===== config.mk =====
export PLATFORM = sky130hd
export DESIGN_NAME = pt_walker
export DESIGN_NICKNAME = d
export VERILOG_FILES = /design/src/rtl/pt_walker_pkg.sv /design/src/rtl/pt_walker_ctrl.sv /design/src/rtl/pt_walker_dp.sv /design/src/rtl/pt_walker.sv
export SDC_FILE = /design/constraint.sdc
export NUM_CORES = 1
export LEC_CHECK = 0
export BUFFER_PORTS_ARGS = -buffer_cell sky130_fd_sc_hd__buf_4
export CORE_MARGIN = 8
export CORE_UTILIZATION = 35
export DETAILED_ROUTE_END_ITERATION = 10
export GPL_TIMING_DRIVEN = 0
export PLACE_DENSITY = 0.61
export SYNTH_ARGS = -nofsm -noshare
export SYNTH_HDL_FRONTEND = slang
export SYNTH_SLANG_ARGS = --single-unit

===== constraint.sdc =====
create_clock -name clk -period 2.5 [get_ports clk]
set_clock_uncertainty 0.15 [all_clocks]
set_input_delay 0.5 -clock clk [delete_from_list [all_inputs] [get_ports clk]]
set_output_delay 0.5 -clock clk [all_outputs]
set_load 0.005 [all_outputs]

===== src/rtl/pt_walker_pkg.sv =====
package pt_walker_pkg;

  // entry bit positions (decoded by the walker and by software)
  localparam int BIT_PRESENT = 0;
  localparam int BIT_WRITE   = 1;
  localparam int BIT_USER    = 2;
  localparam int BIT_ACC     = 5;
  localparam int BIT_DIRTY   = 6;
  localparam int BIT_NOEXEC  = 63;

  localparam logic [1:0] ACC_READ  = 2'd0;
  localparam logic [1:0] ACC_WRITE = 2'd1;
  localparam logic [1:0] ACC_FETCH = 2'd2;

  typedef enum logic [2:0] {
    S_IDLE, S_RD_REQ, S_RD_WAIT, S_CHECK, S_WB_REQ, S_WB_WAIT, S_FIN
  } walkState_t;

  // strobes from control to datapath
  typedef struct packed {
    logic capture;
    logic latchEntry;
    logic markEntry;
    logic descend;
    logic setFault;
    logic setDone;
  } dpCtl_t;

  // decisions from datapath to control
  typedef struct packed {
    logic notPresent;
    logic protFault;
    logic needWb;
    logic atLeaf;
  } dpStat_t;

endpackage


===== src/rtl/pt_walker_ctrl.sv =====
module pt_walker_ctrl
  import pt_walker_pkg::*;
(
  input  logic    clk,
  input  logic    rstN,
  input  logic    reqValid,
  input  logic    memReqReady,
  input  logic    memRspValid,
  input  dpStat_t stat,
  output logic    reqReady,
  output logic    memReqValid,
  output logic    memReqWrite,
  output logic    doneValid,
  output dpCtl_t  ctl
);

  walkState_t stateQ, stateNxt;

  always_ff @(posedge clk or negedge rstN) begin
    if (!rstN) stateQ <= S_IDLE;
    else       stateQ <= stateNxt;
  end

  always_comb begin
    stateNxt    = stateQ;
    ctl         = '0;
    reqReady    = 1'b0;
    memReqValid = 1'b0;
    memReqWrite = 1'b0;
    doneValid   = 1'b0;
    case (stateQ)
      S_IDLE: begin
        reqReady = 1'b1;
        if (reqValid) begin
          ctl.capture = 1'b1;
          stateNxt    = S_RD_REQ;
        end
      end
      S_RD_REQ: begin
        memReqValid = 1'b1;
        if (memReqReady) stateNxt = S_RD_WAIT;
      end
      S_RD_WAIT: begin
        if (memRspValid) begin
          ctl.latchEntry = 1'b1;
          stateNxt       = S_CHECK;
        end
      end
      S_CHECK: begin
        if (stat.notPresent || stat.protFault) begin
          ctl.setFault = 1'b1;
          stateNxt     = S_FIN;
        end else if (stat.needWb) begin
          stateNxt = S_WB_REQ;
        end else if (stat.atLeaf) begin
          ctl.setDone = 1'b1;
          stateNxt    = S_FIN;
        end else begin
          ctl.descend = 1'b1;
          stateNxt    = S_RD_REQ;
        end
      end
      S_WB_REQ: begin
        memReqValid = 1'b1;
        memReqWrite = 1'b1;
        if (memReqReady) stateNxt = S_WB_WAIT;
      end
      S_WB_WAIT: begin
        if (memRspValid) begin
          ctl.markEntry = 1'b1;
          stateNxt      = S_CHECK;
        end
      end
      S_FIN: begin
        doneValid = 1'b1;
        stateNxt  = S_IDLE;
      end
      default: stateNxt = S_IDLE;
    endcase
  end

endmodule


===== src/rtl/pt_walker_dp.sv =====
module pt_walker_dp
  import pt_walker_pkg::*;
#(
  parameter int VA_W    = 48,
  parameter int PA_W    = 52,
  parameter int OFS_W   = 12,
  parameter int IDX_W   = 9,
  parameter int LEVELS  = 4,
  parameter int ENTRY_W = 64,
  localparam int LVL_W  = $clog2(LEVELS),
  localparam int PPN_W  = PA_W - OFS_W
)(
  input  logic               clk,
  input  logic               rstN,
  input  dpCtl_t             ctl,
  input  logic [PA_W-1:0]    rootAddr,
  input  logic [VA_W-1:0]    reqVa,
  input  logic [1:0]         reqAccess,
  input  logic               reqUser,
  input  logic [ENTRY_W-1:0] memRspData,
  output dpStat_t            stat,
  output logic [PA_W-1:0]    memReqAddr,
  output logic [ENTRY_W-1:0] memReqWdata,
  output logic               doneFault,
  output logic [PA_W-1:0]    donePa,
  output logic               faultCause,
  output logic [LVL_W-1:0]   faultLevel,
  output logic [VA_W-1:0]    faultVa,
  output logic [1:0]         faultAccess
);

  localparam int SLOT_W = OFS_W - IDX_W;

  logic [VA_W-1:0]    vaQ;
  logic [1:0]         accQ;
  logic               userQ;
  logic [LVL_W-1:0]   levelQ;
  logic [PPN_W-1:0]   basePpn;
  logic [ENTRY_W-1:0] entryQ;
  logic               permWrQ, permUsQ, noExecQ;
  logic               faultQ, causeQ;
  logic [LVL_W-1:0]   faultLvlQ;
  logic [PA_W-1:0]    paQ;

  // per-level index fields
  logic [IDX_W-1:0] idxOf [LEVELS];
  for (genvar g = 0; g < LEVELS; g++) begin : g_idx
    assign idxOf[g] = vaQ[OFS_W + g*IDX_W +: IDX_W];
  end

  logic [IDX_W-1:0]   curIdx;
  logic               effWr, effUs, effNx;
  logic [ENTRY_W-1:0] wbData;

  always_comb begin
    curIdx = idxOf[levelQ];
    effWr  = permWrQ & entryQ[BIT_WRITE];
    effUs  = permUsQ & entryQ[BIT_USER];
    effNx  = noExecQ | entryQ[BIT_NOEXEC];
    wbData = entryQ;
    wbData[BIT_ACC] = 1'b1;
    if (levelQ == '0 && accQ == ACC_WRITE) wbData[BIT_DIRTY] = 1'b1;
    stat.notPresent = !entryQ[BIT_PRESENT];
    stat.protFault  = (userQ && !effUs) ||
                      (accQ == ACC_WRITE && !effWr) ||
                      (accQ == ACC_FETCH && effNx);
    stat.needWb     = (wbData != entryQ);
    stat.atLeaf     = (levelQ == '0);
  end

  assign memReqAddr  = {basePpn, curIdx, {SLOT_W{1'b0}}};
  assign memReqWdata = wbData;

  always_ff @(posedge clk or negedge rstN) begin
    if (!rstN) begin
      vaQ       <= '0;
      accQ      <= '0;
      userQ     <= 1'b0;
      levelQ    <= '0;
      basePpn   <= '0;
      entryQ    <= '0;
      permWrQ   <= 1'b1;
      permUsQ   <= 1'b1;
      noExecQ   <= 1'b0;
      faultQ    <= 1'b0;
      causeQ    <= 1'b0;
      faultLvlQ <= '0;
      paQ       <= '0;
    end else begin
      if (ctl.capture) begin
        vaQ     <= reqVa;
        accQ    <= reqAccess;
        userQ   <= reqUser;
        levelQ  <= LVL_W'(LEVELS - 1);
        basePpn <= rootAddr[PA_W-1:OFS_W];
        permWrQ <= 1'b1;
        permUsQ <= 1'b1;
        noExecQ <= 1'b0;
        faultQ  <= 1'b0;
        causeQ  <= 1'b0;
        paQ     <= '0;
      end
      if (ctl.latchEntry) entryQ <= memRspData;
      if (ctl.markEntry)  entryQ <= wbData;
      if (ctl.descend) begin
        basePpn <= entryQ[PA_W-1:OFS_W];
        levelQ  <= levelQ - 1'b1;
        permWrQ <= effWr;
        permUsQ <= effUs;
        noExecQ <= effNx;
      end
      if (ctl.setFault) begin
        faultQ    <= 1'b1;
        causeQ    <= !stat.notPresent;
        faultLvlQ <= levelQ;
      end
      if (ctl.setDone) paQ <= {entryQ[PA_W-1:OFS_W], vaQ[OFS_W-1:0]};
    end
  end

  assign doneFault   = faultQ;
  assign donePa      = paQ;
  assign faultCause  = causeQ;
  assign faultLevel  = faultLvlQ;
  assign faultVa     = vaQ;
  assign faultAccess = accQ;

endmodule


===== src/rtl/pt_walker.sv =====
module pt_walker
  import pt_walker_pkg::*;
#(
  parameter int VA_W    = 48,
  parameter int PA_W    = 52,
  parameter int OFS_W   = 12,
  parameter int IDX_W   = 9,
  parameter int LEVELS  = 4,
  parameter int ENTRY_W = 64,
  localparam int LVL_W  = $clog2(LEVELS)
)(
  input  logic               clk,
  input  logic               rstN,
  input  logic [PA_W-1:0]    rootAddr,
  input  logic               reqValid,
  output logic               reqReady,
  input  logic [VA_W-1:0]    reqVa,
  input  logic [1:0]         reqAccess,
  input  logic               reqUser,
  output logic               memReqValid,
  input  logic               memReqReady,
  output logic               memReqWrite,
  output logic [PA_W-1:0]    memReqAddr,
  output logic [ENTRY_W-1:0] memReqWdata,
  input  logic               memRspValid,
  input  logic [ENTRY_W-1:0] memRspData,
  output logic               doneValid,
  output logic               doneFault,
  output logic [PA_W-1:0]    donePa,
  output logic               faultCause,
  output logic [LVL_W-1:0]   faultLevel,
  output logic [VA_W-1:0]    faultVa,
  output logic [1:0]         faultAccess
);

  dpCtl_t  ctl;
  dpStat_t stat;

  pt_walker_ctrl i_ctrl (
    .clk(clk), .rstN(rstN), .reqValid(reqValid), .memReqReady(memReqReady),
    .memRspValid(memRspValid), .stat(stat), .reqReady(reqReady),
    .memReqValid(memReqValid), .memReqWrite(memReqWrite),
    .doneValid(doneValid), .ctl(ctl)
  );

  pt_walker_dp #(
    .VA_W(VA_W), .PA_W(PA_W), .OFS_W(OFS_W), .IDX_W(IDX_W),
    .LEVELS(LEVELS), .ENTRY_W(ENTRY_W)
  ) i_dp (
    .clk(clk), .rstN(rstN), .ctl(ctl), .rootAddr(rootAddr), .reqVa(reqVa),
    .reqAccess(reqAccess), .reqUser(reqUser), .memRspData(memRspData),
    .stat(stat), .memReqAddr(memReqAddr), .memReqWdata(memReqWdata),
    .doneFault(doneFault), .donePa(donePa), .faultCause(faultCause),
    .faultLevel(faultLevel), .faultVa(faultVa), .faultAccess(faultAccess)
  );

endmodule


Word level (Yosys, flattened, before mapping):

Index checks and enable logic that the tools add are counted.

* bits in registers: 219
* input port bits: 172
* output and inout bits: 226
* logic and storage cells: 99

* add/sub/neg operators: 1
* magnitude comparators: 1
* equal/unequal tests: 13
* muxes and demuxes: 44
* bitwise operators: 5
* reduce and logical (&&, ||, !) cells: 20

Operators with widths (number)
* $mux 52: 2
* $mux 40: 2
* $mux 1: 24
* $mux 3: 8
* $bmux 9 s2: 1
* $mux 9: 2
* $pmux 3 s5: 1
* $mux 7: 2
* $eq 3x3->1 const B: 3
* $reduce_bool 2->1: 4
* $eq 3x2->1 const B: 2
* $ne 2x2->1 const B: 3
* $logic_and 1x1->1: 4
* $mux 2: 2
* $reduce_and 4->1: 1
* $reduce_or 2->1: 2
* $eq 3x1->1 const B: 1
* $ge 3x3->1 const B: 1
* $logic_not 1->1: 3
* $logic_not 3->1: 1
* $logic_or 1x1->1: 3
* $not 2->3: 1
* $and 1x1->1: 2
* $eq 2x1->1 const B: 1
* other kinds (8): 8

Depth between registers and ports, before layout:

Gate-level depths: netlist (run 1).

* word-level depth: 9
* depth in mapped cells: 10
* gate-level depth less buffers: 6

By module:

Synthesis (run 1) repeated with hierarchy kept, for this count alone.

* cells, all modules: 693
* area, all modules: 9594.2 um^2

Modules (own cells, without submodules)
* pt_walker_dp: instances 1, cells each 656, area each 9313.9 um^2
* pt_walker_ctrl: instances 1, cells each 37, area each 280.3 um^2

Worst setup path after synthesis (run 1):

Ideal clock, no wire load.

* kind: register to register
* start point: reg i_dp.levelQ[0]
* end point: reg i_dp.basePpn[0]
* arrival: 1.855 ns
* slack: 0.367 ns
* cell stages (with the launch flop): 11
* path buffers: 4
* path through: dfrtp_1 > buf_2 > inv_1 > ha_1 > nor2b_1 > and2_4 > buf_6 > and3_4 > buf_6 > buf_6 > o211ai_2

* cells in the longest elaborated chain, start to end: 8

RTL lines
* start: declaration: line pt_walker_dp.sv:37 `logic [LVL_W-1:0] levelQ;`
* start signal: assignment: line pt_walker_dp.sv:94 `levelQ <= LVL_W'(LEVELS - 1);`
* start signal: assignment: line pt_walker_dp.sv:107 `levelQ <= levelQ - 1'b1;`
* $logic_not 2->1 (*): line pt_walker_dp.sv:62, pt_walker_dp.sv:68
* $logic_and 1x1->1: line pt_walker_dp.sv:62 `if (levelQ == '0 && accQ == ACC_WRITE) wbData[BIT_DIRTY] = 1'b1;`
* $mux 1: line pt_walker_dp.sv:62
* $ne 2x2->1: line pt_walker_dp.sv:67 `stat.needWb = (wbData != entryQ);`
* $mux 1 (*): line pt_walker_ctrl.sv:53 `end else if (stat.needWb) begin`
* $mux 1 (*): line pt_walker_ctrl.sv:50 `if (stat.notPresent || stat.protFault) begin`
* $mux 3 (*): line pt_walker_ctrl.sv:31 `case (stateQ)`
* $mux 40 or $reduce_bool 2->1 (tied branches)
* end signal: assignment: line pt_walker_dp.sv:95 `basePpn <= rootAddr[PA_W-1:OFS_W];`
* end signal: assignment: line pt_walker_dp.sv:106 `basePpn <= entryQ[PA_W-1:OFS_W];`
* end: declaration: line pt_walker_dp.sv:38 `logic [PPN_W-1:0] basePpn;`

Mark *: on every way between the ends. The rest lies on a longest branch, timed or not.
A chain may end at the register's enable or synchronous reset.

Final worst setup path (run 1):

* start point: reg i_dp.levelQ[0]
* end point: out memReqAddr[3]

* cells in the longest elaborated chain, start to end: 4

RTL lines
* $not 2->3 (not written as such): line pt_walker_dp.sv:56 `curIdx = idxOf[levelQ];`
* $bmux 9 s2: line pt_walker_dp.sv:56
* $mux 9 (not written as such) (2 in series): line pt_walker_dp.sv:56
* end: declaration: line pt_walker.sv:23 `output logic [PA_W-1:0] memReqAddr,`

No other way between the ends. The select of a mux whose other input is x is not followed.

==> flow_results.xml, run 1 <==
<?xml version="1.0" encoding="UTF-8"?>
<metrics>
  <group name="cells_and_area">
    <metric name="drive_above_1_share" unit="%">42.1</metric>
    <metric name="post_layout_instance_count_excluding_filler_cells" unit="">1820</metric>
    <metric name="fill_cells" unit="">2750</metric>
    <metric name="nets" unit="">1590</metric>
    <metric name="multi_input_comb_area" unit="mm2">0.00357</metric>
    <metric name="layout.area.seq" unit="mm2">0.00548</metric>
    <metric name="synthToLayoutAreaGrowth" unit="%">43.0</metric>
  </group>
  <group name="worst_setup_path">
    <metric name="critPathCaptureType" unit="">output port</metric>
    <metric name="critical-path-slowest-cell" unit="">mux4_2</metric>
    <metric name="worstPathMaxFanout" unit="">10</metric>
    <metric name="timing.critical_path.from_type" unit="">register</metric>
    <metric name="timing.setup.critical_path_class" unit="">reg -&gt; out</metric>
    <metric name="crit_arrival" unit="ns">1.73</metric>
    <metric name="critical-path-max-stage-delay" unit="ns">0.52</metric>
    <metric name="worstPathCellList" unit="">buf_6 &gt; mux4_2 &gt; buf_4</metric>
    <metric name="timing.reg2reg.worst_path_depth" unit="">9</metric>
    <metric name="crit_required" unit="ns">1.85</metric>
  </group>
  <group name="global_routing">
    <metric name="grt_first_pass_wirelength" unit="mm">55.6</metric>
    <metric name="grt_max_degree" unit="">115</metric>
    <metric name="grt.overflow.total" unit="">0</metric>
    <metric name="antenna_found_initial" unit="">2</metric>
    <metric name="grt.total_usage" unit="%">21.1</metric>
    <metric name="first_global_vias" unit="">9245</metric>
  </group>
  <group name="yosys">
    <metric name="synth_edf_count" unit="">0</metric>
    <metric name="yosys-mux-area-fraction" unit="%">10.3</metric>
    <metric name="sequential_to_total_area_share_from_yosys_stat" unit="%">54.2</metric>
    <metric name="postSynthAreaPerCell" unit="um2">10.2</metric>
    <metric name="post_synth_xor_area_fraction" unit="%">0.0866</metric>
    <metric name="synth_cell_area" unit="mm2">0.0101</metric>
    <metric name="distinct_cells_synth" unit="">47</metric>
    <metric name="yosys_warnings" unit="">0</metric>
    <metric name="post-synth-top-area-fraction" unit="%">53.7</metric>
    <metric name="cell_accounting_for_the_most_synthesized_area" unit="">dfrtp_1</metric>
    <metric name="synthCells" unit="">990</metric>
    <metric name="yosys.area_share.simple" unit="%">15.5</metric>
    <metric name="synthAdderAreaFrac" unit="%">0.124</metric>
    <metric name="asyncSetResetFlopFracSynth" unit="%">100</metric>
    <metric name="synth_area_leaders" unit="">dfrtp_1 (54%), nand2_1 (11%), mux2i_1 (5.6%)</metric>
    <metric name="synth-compound-area-share" unit="%">9.20</metric>
    <metric name="combinational_family_with_the_most_area_after_synthesis" unit="">simple AND/OR/NAND/NOR gates</metric>
    <metric name="postSynthRegisterBits" unit="">219</metric>
    <metric name="synth_flop_cell" unit="">dfrtp_1</metric>
  </group>
  <group name="floorplan">
    <metric name="num_rows" unit="">62</metric>
    <metric name="die_w" unit="um">186</metric>
    <metric name="design.portCount" unit="">398</metric>
    <metric name="dieHeight" unit="um">186</metric>
    <metric name="floorplan.die_area" unit="mm2">0.0346</metric>
    <metric name="core_area" unit="mm2">0.0285</metric>
    <metric name="floorplan.initialDensity" unit="%">35.4</metric>
  </group>
  <group name="drt">
    <metric name="viasPerCell" unit="">4.75</metric>
    <metric name="drt_pass1_iterations" unit="">5</metric>
    <metric name="num_vias" unit="">8650</metric>
    <metric name="post_detailed_route_wirelength_per_cell" unit="um">20.6</metric>
    <metric name="drtAntennaViolNets" unit="">0</metric>
    <metric name="remaining_drc_errors" unit="">0</metric>
    <metric name="route.final.wire_length" unit="mm">37.5</metric>
    <metric name="detailedRoute.firstIterationViolations" unit="">468</metric>
  </group>
  <group name="clock_tree">
    <metric name="cts_made_buffers" unit="">25</metric>
    <metric name="clockRootBuffer" unit="">clkbuf_16</metric>
    <metric name="cts-htree-levels" unit="">1</metric>
    <metric name="clkTransAtPathRegs" unit="ns">0.06</metric>
    <metric name="clock_tree.buffer_depth" unit="">3</metric>
    <metric name="tritoncts" unit="">built</metric>
    <metric name="cts.sinks" unit="">219</metric>
    <metric name="clock_insertion_delay_worst_skew" unit="ns">0.51</metric>
  </group>
  <group name="min_path">
    <metric name="hold_class" unit="">in -&gt; reg</metric>
    <metric name="hold-path-cell-count" unit="">3</metric>
  </group>
  <group name="timing">
    <metric name="period_minus_slack" unit="ns">2.38</metric>
    <metric name="holdWs" unit="ns">0.0248</metric>
    <metric name="final-setup-viol-count" unit="">0</metric>
    <metric name="hold_viol_final" unit="">0</metric>
    <metric name="worstMarginPinSlew" unit="ns">0.990</metric>
    <metric name="maxClockFrequency" unit="GHz">0.420</metric>
    <metric name="grt_setup_unrepaired" unit="">no</metric>
    <metric name="min_period_over_period" unit="%">95.3</metric>
    <metric name="finalMaxSlewViolations" unit="">0</metric>
    <metric name="timing.setup.tns" unit="ns">0</metric>
    <metric name="slew_headroom" unit="%">33.8</metric>
  </group>
  <group name="power_and_ir_drop">
    <metric name="vdd_ir_drop_max" unit="uV">699</metric>
    <metric name="leakage" unit="nW">7.73</metric>
    <metric name="p_total" unit="W">0.0171</metric>
    <metric name="powerDensity" unit="mW/mm2">1180</metric>
  </group>
  <group name="placed_design">
    <metric name="dp_wirelength" unit="mm">28.4</metric>
    <metric name="place.gp.congestion" unit="">0.858</metric>
    <metric name="numPortBuffers" unit="">381</metric>
    <metric name="place_inst" unit="">1758</metric>
  </group>
  <group name="run_status">
    <metric name="result_of_the_run" unit="">complete, no violations</metric>
  </group>
  <group name="flow_run">
    <metric name="max-cap-violations" unit="">0</metric>
  </group>
</metrics>
[Yosys cell counts, types with 2 or more instances]
cell type	count
a21o_1	2
a21oi_1	5
a22o_1	2
and2_1	2
buf_1	3
buf_2	19
buf_4	73
buf_6	6
clkbuf_1	32
conb_1	2
dfrtp_1	217
dfstp_2	2
inv_1	58
mux2_1	3
mux2_2	21
mux2i_1	57
mux4_2	9
nand2_1	306
nand3_1	4
nand4_1	41
nor2_1	3
nor2b_1	4
o211ai_2	40
o21ai_0	4
o21ai_1	51
o22a_1	3
[state kept, by name, indices dropped and copies added, names as in the netlist]
signal and flops:
i_dp.levelQ 2, i_dp.entryQ 64, i_dp.permUsQ 1, i_dp.doneFault 1, i_dp.noExecQ 1, i_dp.donePa 52, i_dp.permWrQ 1, i_dp.faultVa 48
i_dp.faultLevel 2, i_dp.faultCause 1, i_dp.faultAccess 2, i_dp.userQ 1, i_ctrl.stateQ 3, i_dp.basePpn 40
[placed cells by master (no fill, tap or decap), types with 4 or more instances in the layout]
master           n
buf_4          456
nand2_1        306
dfrtp_1        216
inv_1           58
mux2i_1         57
o21ai_1         51
nand4_1         41
o211ai_2        40
clkbuf_1        35
clkbuf_16       25
mux2_2          21
buf_2           18
dlygate4sd3_1   14
mux4_2           9
buf_6            7
clkinv_2         6
a21oi_1          5
nor2b_1          4
clkbuf_2         4
nand3_1          4
o21ai_0          4
conb_1           4
[layout make-up]
cell class	count	share of cell area, %
Antenna cell	2	0.0346
Buffer	133	5.93
Clock buffer	35	4.79
Clock inverter	9	0.684
Inverter	58	1.51
Multi-Input combinational cell	582	24.7
Sequential cell	219	37.9
Tap cell	384	3.32
Timing Repair Buffer	398	21.1
[cell families (layout without fill, tap and decap cells)]
logic type               after synthesis  after routing
AO/OA/AOI/OAI                        115            115
XOR/XNOR                               1              1
adder cells (fa/ha/maj)                1              1
buffers and inverters                191            633
flip-flops                           219            219
multiplexers                          90             90
other                                  2              6
AND/OR/NAND/NOR                      371            371
[per-layer routing]
metal / part of all wire [%] / global-route usage, % / vias to the layer above
met2: 48 / 36.0 / 326
met3: 9.2 / 6.85 / 48
met1: 40 / 25.4 / 4214
met4: 2.5 / 5.53 / 0
met5: 0 / 0 / -
li1: - / - / 4062
[report_power, final]
group	switching [W]	total [W]	internal [W]	leakage, nW
Combinational	0.00368	0.00758	0.00390	4.57
Sequential	0.00102	0.00590	0.00488	2.76
Clock	0.00147	0.00360	0.00213	0.394
[worst max-delay path, delay by kind of cell, from the launching register on]
family | cells | cell delay, ns
DFF | 1 | 0.37
muxes | 1 | 0.52
buffers and inverters | 2 | 0.32
[per-stage QoR]
stage	instance area (um2)	setup slack, ns	util (%)
2_1_floorplan	10100	0.367	-
3_3_place_gp	13500	-1.04	47.1
3_5_place_dp	13500	-0.323	47.3
4_1_cts	14400	0.0198	50.6
5_1_grt	14500	0.0495	50.7
6_report	14500	0.117	50.7
[final timing paths]
kind                                start               end  slack [ns]
setup / recovery           i_dp.levelQ[0]     memReqAddr[3]        0.12
hold / removal                  reqVa[47]  i_dp.faultVa[47]        0.02
setup reg to reg           i_dp.levelQ[1]  i_dp.basePpn[23]        0.29
hold reg to reg                i_dp.userQ        i_dp.userQ        0.32
max in group asynchronous            rstN  i_dp.basePpn[10]        0.67
min in group asynchronous            rstN   i_dp.entryQ[55]        0.46
[repair_timing]
item                                    CTS  global route
gates resized for setup                   6             6
setup buffers                             1             1
endpoints found under the hold margin   116             0
gates cloned                              0             0
endpoints found under the setup margin   98             6
hold buffers                             14             0
Power figures use the tool's default switching activity.
==> run 2: changes to the inputs <==
--- a/config.mk
+++ b/config.mk
@@ -6,7 +6,7 @@
 export NUM_CORES = 1
 export LEC_CHECK = 0
 export BUFFER_PORTS_ARGS = -buffer_cell sky130_fd_sc_hd__buf_4
-export CORE_MARGIN = 8
+export CORE_MARGIN = 2
 export CORE_UTILIZATION = 35
 export DETAILED_ROUTE_END_ITERATION = 10
 export GPL_TIMING_DRIVEN = 0
==> run 2 against run 1 <==
  * Via count increased by 0.57%
  * Sequential power hardly changed
  * Hold slack lost 0.0080 ns
  * Core utilization grew 0.32 points
  * First-iteration DRC count increased by 9.2%
  * Cell count grew 0.55%
  * Global-route usage up 2.1 points
  * Wire length shrank 4.8%
  * Critical path type unchanged
==> flow_results.xml, run 2 (synthesis gave the netlist of run 1 again) <==
<?xml version="1.0" encoding="UTF-8"?>
<metrics>
  <group name="run_status">
    <metric name="result_of_the_run" unit="">complete, no violations</metric>
  </group>
  <group name="worst_setup_path">
    <metric name="regToRegSetupSlack" unit="ns">0.21</metric>
    <metric name="worstSetupEndpoint" unit="">memReqAddr[5]</metric>
    <metric name="critical_path.reg2reg.startpoint" unit="">i_dp.levelQ[1]</metric>
    <metric name="crit_required" unit="ns">1.85</metric>
    <metric name="timing.reg2reg.worst_path_depth" unit="">9</metric>
    <metric name="crit_arrival" unit="ns">1.76</metric>
    <metric name="worstPathMaxFanout" unit="">10</metric>
    <metric name="setup.worst_path.start" unit="">i_dp.levelQ[0]</metric>
    <metric name="critPathCaptureType" unit="">output port</metric>
    <metric name="timing.setup.critical_path_class" unit="">reg -&gt; out</metric>
    <metric name="r2r_end" unit="">i_dp.basePpn[6]</metric>
    <metric name="timing.critical_path.from_type" unit="">register</metric>
  </group>
  <group name="floorplan">
    <metric name="die_w" unit="um">174</metric>
    <metric name="design.portCount" unit="">398</metric>
    <metric name="floorplan.initialDensity" unit="%">35.4</metric>
    <metric name="num_rows" unit="">62</metric>
    <metric name="floorplan.die_area" unit="mm2">0.0303</metric>
    <metric name="core_area" unit="mm2">0.0285</metric>
    <metric name="dieHeight" unit="um">174</metric>
  </group>
  <group name="clock_tree">
    <metric name="cts-htree-levels" unit="">1</metric>
    <metric name="cts.sinks" unit="">219</metric>
    <metric name="clkTransAtPathRegs" unit="ns">0.06</metric>
    <metric name="clockRootBuffer" unit="">clkbuf_16</metric>
    <metric name="cts_made_buffers" unit="">25</metric>
    <metric name="tritoncts" unit="">built</metric>
    <metric name="clock_insertion_delay_worst_skew" unit="ns">0.53</metric>
    <metric name="clock_tree.buffer_depth" unit="">3</metric>
  </group>
  <group name="power_and_ir_drop">
    <metric name="leakage" unit="nW">7.75</metric>
    <metric name="vdd_ir_drop_max" unit="uV">772</metric>
    <metric name="powerDensity" unit="mW/mm2">1170</metric>
  </group>
  <group name="global_routing">
    <metric name="grt_first_pass_wirelength" unit="mm">54.4</metric>
    <metric name="grt.total_usage" unit="%">23.3</metric>
    <metric name="antenna_found_initial" unit="">0</metric>
    <metric name="grt.overflow.total" unit="">0</metric>
    <metric name="first_global_vias" unit="">9197</metric>
    <metric name="grt_max_degree" unit="">114</metric>
  </group>
  <group name="timing">
    <metric name="hold_viol_final" unit="">0</metric>
    <metric name="maxClockFrequency" unit="GHz">0.415</metric>
    <metric name="slew_headroom" unit="%">34.5</metric>
    <metric name="grt_setup_unrepaired" unit="">no</metric>
    <metric name="period_minus_slack" unit="ns">2.41</metric>
    <metric name="final-setup-viol-count" unit="">0</metric>
    <metric name="timing.setup.tns" unit="ns">0</metric>
    <metric name="worstMarginPinSlew" unit="ns">0.983</metric>
    <metric name="finalMaxSlewViolations" unit="">0</metric>
    <metric name="min_period_over_period" unit="%">96.3</metric>
  </group>
  <group name="drt">
    <metric name="num_vias" unit="">8699</metric>
    <metric name="route.final.wire_length" unit="mm">35.7</metric>
    <metric name="drtAntennaViolNets" unit="">0</metric>
    <metric name="remaining_drc_errors" unit="">0</metric>
    <metric name="viasPerCell" unit="">4.75</metric>
    <metric name="post_detailed_route_wirelength_per_cell" unit="um">19.5</metric>
    <metric name="detailedRoute.firstIterationViolations" unit="">511</metric>
    <metric name="drt_pass1_iterations" unit="">5</metric>
  </group>
  <group name="cells_and_area">
    <metric name="nets" unit="">1600</metric>
    <metric name="largest_register_ffs" unit="">64</metric>
    <metric name="post_layout_instance_count_excluding_filler_cells" unit="">1830</metric>
    <metric name="drive_above_1_share" unit="%">41.8</metric>
    <metric name="mostFrequentLayoutCell" unit="">buf_4</metric>
    <metric name="largest-register" unit="">i_dp.entryQ</metric>
    <metric name="synthToLayoutAreaGrowth" unit="%">43.9</metric>
    <metric name="diodes_inserted" unit="">0</metric>
    <metric name="mostFrequentLayoutCells" unit="">buf_4 (454), nand2_1 (306), dfrtp_1 (215)</metric>
  </group>
  <group name="flow_run">
    <metric name="max-cap-violations" unit="">0</metric>
  </group>
  <group name="placed_design">
    <metric name="dp_wirelength" unit="mm">26.3</metric>
    <metric name="place.gp.congestion" unit="">0.859</metric>
    <metric name="place_inst" unit="">1758</metric>
    <metric name="numPortBuffers" unit="">381</metric>
  </group>
  <group name="min_path">
    <metric name="hold_class" unit="">in -&gt; reg</metric>
  </group>
</metrics>
## run 2: changes by cell type in the layout (fill, tap and decap cells not counted), sizes merged
cell | before | now
bufinv | 2 | 0
dlygate4sd3 | 14 | 25
inv | 58 | 60
diode | 2 | 0
clkinv | 7 | 6
clkinvlp | 0 | 3
clkbuf | 67 | 66
## run 2: report_power, final
| part | internal [W] | switching, W |
|---|---|---|
| sequential | 0.00488 | 0.00100 |
| combinational | 0.00389 | 0.00367 |
| clock | 0.00200 | 0.00156 |
## run 2: worst min path at each step
stage | startpoint | endpoint | slack (ns) | cells after the start
4_1_cts | reqVa[16] | i_dp.faultVa[16] | 0.001 | 3
3_3_place_gp | i_dp.userQ | i_dp.userQ | 0.31 | 2
2_1_floorplan | rstN | i_ctrl.stateQ[0] | 0.05 | 0
5_1_grt | reqVa[16] | i_dp.faultVa[16] | 0.003 | 3
3_5_place_dp | i_dp.userQ | i_dp.userQ | 0.31 | 2
6_report | reqVa[20] | i_dp.faultVa[20] | 0.02 | 3
## run 2: per-layer routing
layer  wire [um]  up-vias  GRT usage [%]
li1            -     4075              -
met1       14400     4191           28.8
met2       17200      371           39.6
met3        2940       62           6.26
met4        1180        0           7.46
met5           0        -              0
## run 2: timing repair
item / in CTS / in global routing
buffers inserted: 1 / 0
hold buffers: 25 / 0
gates cloned: 0 / 0
hold endpoints to repair: 128 / 0
setup endpoints to repair: 98 / 5
pin swaps: 0 / 0
resized for setup: 7 / 4
## run 2: layout make-up
type | instances | area (um2)
multi-input combinational | 582 | 3570
fill | 2692 | 14000
clock buffer | 35 | 713
buffer | 133 | 857
inverter | 58 | 218
timing repair buffer | 408 | 3150
clock inverter | 11 | 70.1
tap | 384 | 480
sequential | 219 | 5490
## run 2: stage by stage
step | setup slack [ns] | hold WS, ns | util (%) | instance area, um2 | power, W
after floorplan | 0.367 | 0.0544 | - | 10100 | 0.00954
after global placement | -1.02 | 0.308 | 47.1 | 13500 | 0.0134
after detailed placement | -0.327 | 0.311 | 47.3 | 13500 | 0.0135
after CTS | 0.0470 | 0.00123 | 51.0 | 14500 | 0.0172
after global routing | 0.00189 | 0.00259 | 51.0 | 14600 | 0.0180
final | 0.0920 | 0.0168 | 51.0 | 14600 | 0.0170
## run 2: worst max-delay path, stage by stage (launching register included)
cell and delay [ns]:
dfrtp_2 0.37, buf_6 0.17, mux4_2 0.52, buf_4 0.16
